File: config.mk
export PLATFORM = sky130hd
export DESIGN_NAME = pfd_steer_top
export DESIGN_NICKNAME = d
export VERILOG_FILES = /design/src/rtl/pfd_pkg.sv /design/src/rtl/pfd_edge_sync.sv /design/src/rtl/pfd_fsm.sv /design/src/rtl/pfd_steer_top.sv
export SDC_FILE = /design/constraint.sdc
export NUM_CORES = 1
export LEC_CHECK = 0
export ABC_AREA = 1
export ABC_CLOCK_PERIOD_IN_PS = 2650
export BUFFER_PORTS_ARGS = -buffer_cell sky130_fd_sc_hd__buf_2
export CORE_MARGIN = 2
export CORE_UTILIZATION = 45
export CTS_BUF_LIST = sky130_fd_sc_hd__clkbuf_4 sky130_fd_sc_hd__clkbuf_8 sky130_fd_sc_hd__clkbuf_16
export DETAILED_ROUTE_END_ITERATION = 8
export HOLD_SLACK_MARGIN = 0.02
export SLEW_MARGIN = 20
export SYNTH_ARGS = -nofsm -noshare
export SYNTH_HDL_FRONTEND = slang
export SYNTH_SLANG_ARGS = --single-unit
export TNS_END_PERCENT = 20
File: constraint.sdc
create_clock -name clk_i -period 2.65 [get_ports clk_i]
set_clock_uncertainty 0.2 [all_clocks]
set_input_delay 0.1325 -clock clk_i [delete_from_list [all_inputs] [get_ports clk_i]]
set_output_delay 0.1325 -clock clk_i [all_outputs]
set_load 0.05 [all_outputs]
File: src/rtl/pfd_pkg.sv
package pfd_pkg;

    typedef enum logic [3:0] {
        PH_POS_IDLE = 4'd0,
        PH_LEAD     = 4'd1,
        FQ_UP_A     = 4'd2,
        FQ_UP_B     = 4'd3,
        XC_UP       = 4'd4,
        PH_NEG_IDLE = 4'd5,
        PH_LAG      = 4'd6,
        FQ_DN_A     = 4'd7,
        FQ_DN_B     = 4'd8,
        XC_DN       = 4'd9
    } pfd_state_e;

    typedef struct packed {
        logic up;
        logic down;
        logic lock;
    } pfd_cmd_t;

endpackage

File: src/rtl/pfd_edge_sync.sv
module pfd_edge_sync #(
    parameter int STAGES = 2
) (
    input  logic clk_i,
    input  logic rst_i,
    input  logic async_i,
    output logic rise_o
);
    localparam int CHAIN = STAGES + 1;

    logic [CHAIN-1:0] chain_q;

    always_ff @(posedge clk_i) begin
        if (rst_i) begin
            chain_q <= '0;
        end else begin
            chain_q <= {chain_q[CHAIN-2:0], async_i};
        end
    end

    // Rising edge: the newest synchronized sample is high and the one before it is low.
    assign rise_o = chain_q[STAGES-1] & ~chain_q[STAGES];

    // a detected rising edge lasts a single cycle
    assert_single_pulse_R2: assert property (@(posedge clk_i) disable iff (rst_i)
        rise_o |=> !rise_o);

endmodule

File: src/rtl/pfd_fsm.sv
module pfd_fsm
    import pfd_pkg::*;
(
    input  logic clk_i,
    input  logic rst_i,
    input  logic pos_edge_i,
    input  logic neg_edge_i,
    output logic up_o,
    output logic down_o,
    output logic lock_o
);
    pfd_state_e state_q, state_d;
    pfd_cmd_t   cmd;

    logic step_pos, step_neg;
    assign step_pos = pos_edge_i & ~neg_edge_i;
    assign step_neg = neg_edge_i & ~pos_edge_i;

    always_comb begin
        state_d = state_q;
        unique case (state_q)
            PH_POS_IDLE: if (step_pos) state_d = PH_LEAD;     else if (step_neg) state_d = PH_LAG;
            PH_LEAD:     if (step_pos) state_d = FQ_UP_A;     else if (step_neg) state_d = PH_POS_IDLE;
            FQ_UP_A:     if (step_pos) state_d = FQ_UP_B;     else if (step_neg) state_d = XC_UP;
            FQ_UP_B:     if (step_neg) state_d = FQ_UP_A;
            XC_UP:       if (step_pos) state_d = FQ_UP_A;     else if (step_neg) state_d = PH_POS_IDLE;
            PH_NEG_IDLE: if (step_pos) state_d = PH_LEAD;     else if (step_neg) state_d = PH_LAG;
            PH_LAG:      if (step_pos) state_d = PH_NEG_IDLE; else if (step_neg) state_d = FQ_DN_A;
            FQ_DN_A:     if (step_pos) state_d = XC_DN;       else if (step_neg) state_d = FQ_DN_B;
            FQ_DN_B:     if (step_pos) state_d = FQ_DN_A;
            XC_DN:       if (step_pos) state_d = PH_NEG_IDLE; else if (step_neg) state_d = FQ_DN_A;
            default:     state_d = PH_POS_IDLE;
        endcase
    end

    always_ff @(posedge clk_i) begin
        if (rst_i) state_q <= PH_POS_IDLE;
        else       state_q <= state_d;
    end

    always_comb begin
        unique case (state_q)
            PH_POS_IDLE, PH_NEG_IDLE:   cmd = '{up: 1'b0, down: 1'b0, lock: 1'b1};
            PH_LEAD:                    cmd = '{up: 1'b1, down: 1'b0, lock: 1'b1};
            PH_LAG:                     cmd = '{up: 1'b0, down: 1'b1, lock: 1'b1};
            FQ_UP_A, FQ_UP_B, XC_UP:    cmd = '{up: 1'b1, down: 1'b0, lock: 1'b0};
            FQ_DN_A, FQ_DN_B, XC_DN:    cmd = '{up: 1'b0, down: 1'b1, lock: 1'b0};
            default:                    cmd = '{up: 1'b0, down: 1'b0, lock: 1'b1};
        endcase
    end

    assign up_o   = cmd.up;
    assign down_o = cmd.down;
    assign lock_o = cmd.lock;

    assert_reset_state_R1: assert property (@(posedge clk_i) disable iff (rst_i)
        $past(rst_i) |-> (lock_o && !up_o && !down_o));

    assert_no_overlap_R3: assert property (@(posedge clk_i) disable iff (rst_i)
        !(up_o && down_o));

    assert_coincident_hold_R8: assert property (@(posedge clk_i) disable iff (rst_i)
        (pos_edge_i && neg_edge_i) |=> $stable(state_q));

    assert_sat_hold_R9: assert property (@(posedge clk_i) disable iff (rst_i)
        (state_q == FQ_UP_B && step_pos) |=> (state_q == FQ_UP_B));

    assert_lock_entry_mid_R10: assert property (@(posedge clk_i) disable iff (rst_i)
        $rose(lock_o) |-> (!up_o && !down_o));

endmodule

File: src/rtl/pfd_steer_top.sv
module pfd_steer_top #(
    parameter int SYNC_STAGES = 2
) (
    input  logic clk_i,
    input  logic rst_i,
    input  logic fb_i,
    input  logic ref_i,
    output logic up_o,
    output logic down_o,
    output logic lock_o
);
    logic fb_rise, ref_rise;

    pfd_edge_sync #(.STAGES(SYNC_STAGES)) fb_sync_i (
        .clk_i(clk_i), .rst_i(rst_i), .async_i(fb_i), .rise_o(fb_rise)
    );

    pfd_edge_sync #(.STAGES(SYNC_STAGES)) ref_sync_i (
        .clk_i(clk_i), .rst_i(rst_i), .async_i(ref_i), .rise_o(ref_rise)
    );

    pfd_fsm fsm_i (
        .clk_i(clk_i), .rst_i(rst_i),
        .pos_edge_i(fb_rise), .neg_edge_i(ref_rise),
        .up_o(up_o), .down_o(down_o), .lock_o(lock_o)
    );

endmodule

==> flow_metrics.py <==
metrics = {
    "critical_path": {
        "r2r-start": "fsm_i.state_q[0]",
        "path_max_fanout": 5,
        "crit_required_ns": 2.66,
        "worstReg2RegEnd": "fsm_i.cmd[0]",
        "endpoint": "fsm_i.cmd[0]",
        "cp.arrival_ns": 2.10,
        "ff2ff_path_depth": 14,
        "startpoint": "fsm_i.state_q[0]",
        "reg2reg_slack_ns": 0.55,
        "start_kind": "flop",
        "crit_path_end_kind": "flop",
        "path_class": "flop to flop",
    },
    "pwr": {
        "clkPwrFrac_pct": 12.4,
        "switching_share_pct": 49.6,
        "comb_power_share_pct": 60.8,
        "p_sw_uw": 509,
        "peakVddDrop_mv": 0.737,
        "leakage_nw": 0.458,
        "powerDensity_mw_per_mm2": 1160,
        "p_int_uw": 518,
        "seqPwrFrac_pct": 26.8,
    },
    "cells_and_area": {
        "layout.nets": 138,
        "drive_gt1_share_pct": 25.2,
        "final_cell_mix": "30 x nand2_1, 18 x nor2_1, 16 x inv_1, 13 x dfxtp_1, 8 x nand3_1",
        "area_delta_synth_final_pct": 16.5,
        "antennaDiodeCount": 0,
        "fill_cells": 157,
        "final_common_cell": "nand2_1",
    },
    "timing": {
        "layout_min_cycle_time_ns": 2.10,
        "setup_viol": 0,
        "max-slew-margin-rel_pct": 83.3,
        "min_period_over_period_pct": 79.1,
        "tns_ns": 0,
        "slew_viol_final": 0,
        "setup_ws_ns": 0.555,
        "max_freq_mhz": 477,
        "rsz0062_at_grt": "false",
        "finalHoldViolCount": 0,
        "tightest_slew_ns": 0.253,
    },
    "routing": {
        "dr.first_iter.drc_count": 5,
        "vias": 670,
        "wirelength_um": 1350,
        "ant_nets": 0,
        "wl_per_cell_um": 9.21,
        "route.detailed.drc": 0,
        "routed_via_density": 4.56,
        "drt_pre_antenna_iters": 4,
    },
    "run_status": {
        "status": "finished clean",
    },
    "global_routing": {
        "antenna_found_initial": 0,
        "grt_pass1_vias": 601,
        "grt_max_degree": 9,
        "globalRouteTotalUtil_pct": 16.5,
        "grt_pass1_wl_um": 2430,
        "overflow": 0,
    },
    "cts": {
        "htree_levels": 1,
        "cts_resized": 0,
        "clockBufferDepth": 2,
        "root_buffer": "clkbuf_4",
        "cts_buffers": 3,
        "clk-insertion-delay-late_ns": 0.27,
        "cts_sinks": 13,
        "clkTransAtPathRegs_ns": 0.07,
        "cts_tree": "built",
    },
    "place": {
        "numPortBuffers": 6,
        "gp_congestion": 0.797,
        "dp_hpwl_um": 1090,
        "place_ws_ns": 0.546,
    },
    "synth": {
        "seq_area_frac_synth_pct": 34.4,
        "syn_area_um2": 757,
        "ys_seq_elements": 13,
        "avgSynthCellArea_um2": 6.47,
        "yosys.cell_types.count": 19,
        "yosysWarnings": 0,
        "syn_nets": 123,
        "synthCells": 117,
    },
    "floorplan": {
        "initial_core_util_pct": 49.1,
        "die_height_um": 45.0,
        "core_mm2": 0.00154,
        "dieWidth_um": 45.0,
        "ios": 7,
        "die-area_mm2": 0.00203,
        "rows": 14,
    },
    "min_path": {
        "hp-class": "flop to flop",
        "min-delay-start": "ref_sync_i.chain_q[0]",
    },
    "job": {
        "cap_violations": 0,
    },
}
[per-stage QoR]
step | utilization (%) | cell area, µm² | hold slack, ns | instances | total power [mW]
3_5_place_dp | 52.0 | 802 | 0.146 | 138 | 0.903
4_1_cts | 57.2 | 882 | 0.207 | 147 | 1.04
2_1_floorplan | - | 757 | 0.0395 | 117 | 0.792
6_report | 57.2 | 882 | 0.206 | 147 | 1.03
5_1_grt | 57.2 | 882 | 0.228 | 147 | 1.14
3_3_place_gp | 52.0 | 802 | 0.136 | 138 | 0.893
[power by group through the flow]
stage | Clock, mW | Sequential [mW] | Combinational, mW
2_1_floorplan | 0 | 0.350 | 0.442
3_5_place_dp | 0 | 0.280 | 0.623
4_1_cts | 0.133 | 0.276 | 0.634
6_report | 0.128 | 0.275 | 0.624
5_1_grt | 0.137 | 0.283 | 0.716
3_3_place_gp | 0 | 0.281 | 0.612
[area by class of cell]
cell class	count	area [µm²]	share of cell area [%]
multi-input combinational	82	413	46.8
inverter	21	78.8	8.94
timing repair buffer	11	80.1	9.08
tap	16	20.0	2.27
clock buffer	4	30.0	3.40
sequential	13	260	29.5
[worst min path at each step]
stage	slack, ns	cells past startpoint	end
global route	0.23	2	fb_sync_i.chain_q[1]
detailed placement	0.15	3	fb_sync_i.chain_q[0]
global placement	0.14	3	ref_sync_i.chain_q[0]
CTS	0.21	2	ref_sync_i.chain_q[1]
finish	0.21	2	ref_sync_i.chain_q[1]
floorplan	0.04	2	fb_sync_i.chain_q[0]
[state kept, by name, summed over array words and instances, names as in the netlist]
register / count
fsm_i.state_q: 4
fsm_i.cmd: 3
ref_sync_i.chain_q: 3
fb_sync_i.chain_q: 3
[cells in the mapped netlist]
library cell	instances	area, µm²
a21oi_1	3	15.0
buf_2	1	5.00
dfxtp_1	13	260
ha_1	2	25.0
inv_1	16	60.1
inv_2	5	18.8
nand2_1	30	113
nand2_2	5	31.3
nand2_4	1	11.3
nand3_1	8	40.0
nand3_2	2	20.0
nand4_1	1	6.26
nor2_1	18	67.6
nor2_2	7	43.8
nor2_4	1	11.3
nor3_1	1	5.00
nor3_2	1	10.0
o21ai_1	1	5.00
o21ai_2	1	8.76
[cell families (layout without fill, tap and decap cells)]
kind of cell | after synthesis | in the layout | synth area share (%)
flops | 13 | 13 | 34.4
fa+ha+maj | 2 | 2 | 3.31
compound gates | 5 | 5 | 3.80
buf+inv | 22 | 36 | 11.1
simple gates | 75 | 75 | 47.4
[layer usage]
metal	part of all wire, %	global-route usage [%]	vias to the layer above	wire length (µm)
met1	49	21.4	272	669
li1	-	-	382	-
met3	2.3	1.20	4	31
met4	2.5	10.6	0	34
met2	46	26.3	12	620
met5	0	0	-	0
[timing repair]
action | CTS | global route
hold endpoints to repair | 7 | 0
hold buffers | 5 | 0
setup buffers | 0 | 0
[worst max-delay path: stages (launching register included)]
cell and delay (ns):
dfxtp_1 0.40, inv_1 0.08, nor2_2 0.12, nand2_1 0.10
nand2_2 0.08, nor2_1 0.04, nand2_1 0.06, nand2_2 0.08
nand2_4 0.09, nor3_1 0.05, nor3_2 0.12, inv_1 0.08
ha_1 0.28, nand4_1 0.10, a21oi_1 0.15
Note: power is estimated with default switching activity, not from simulation.
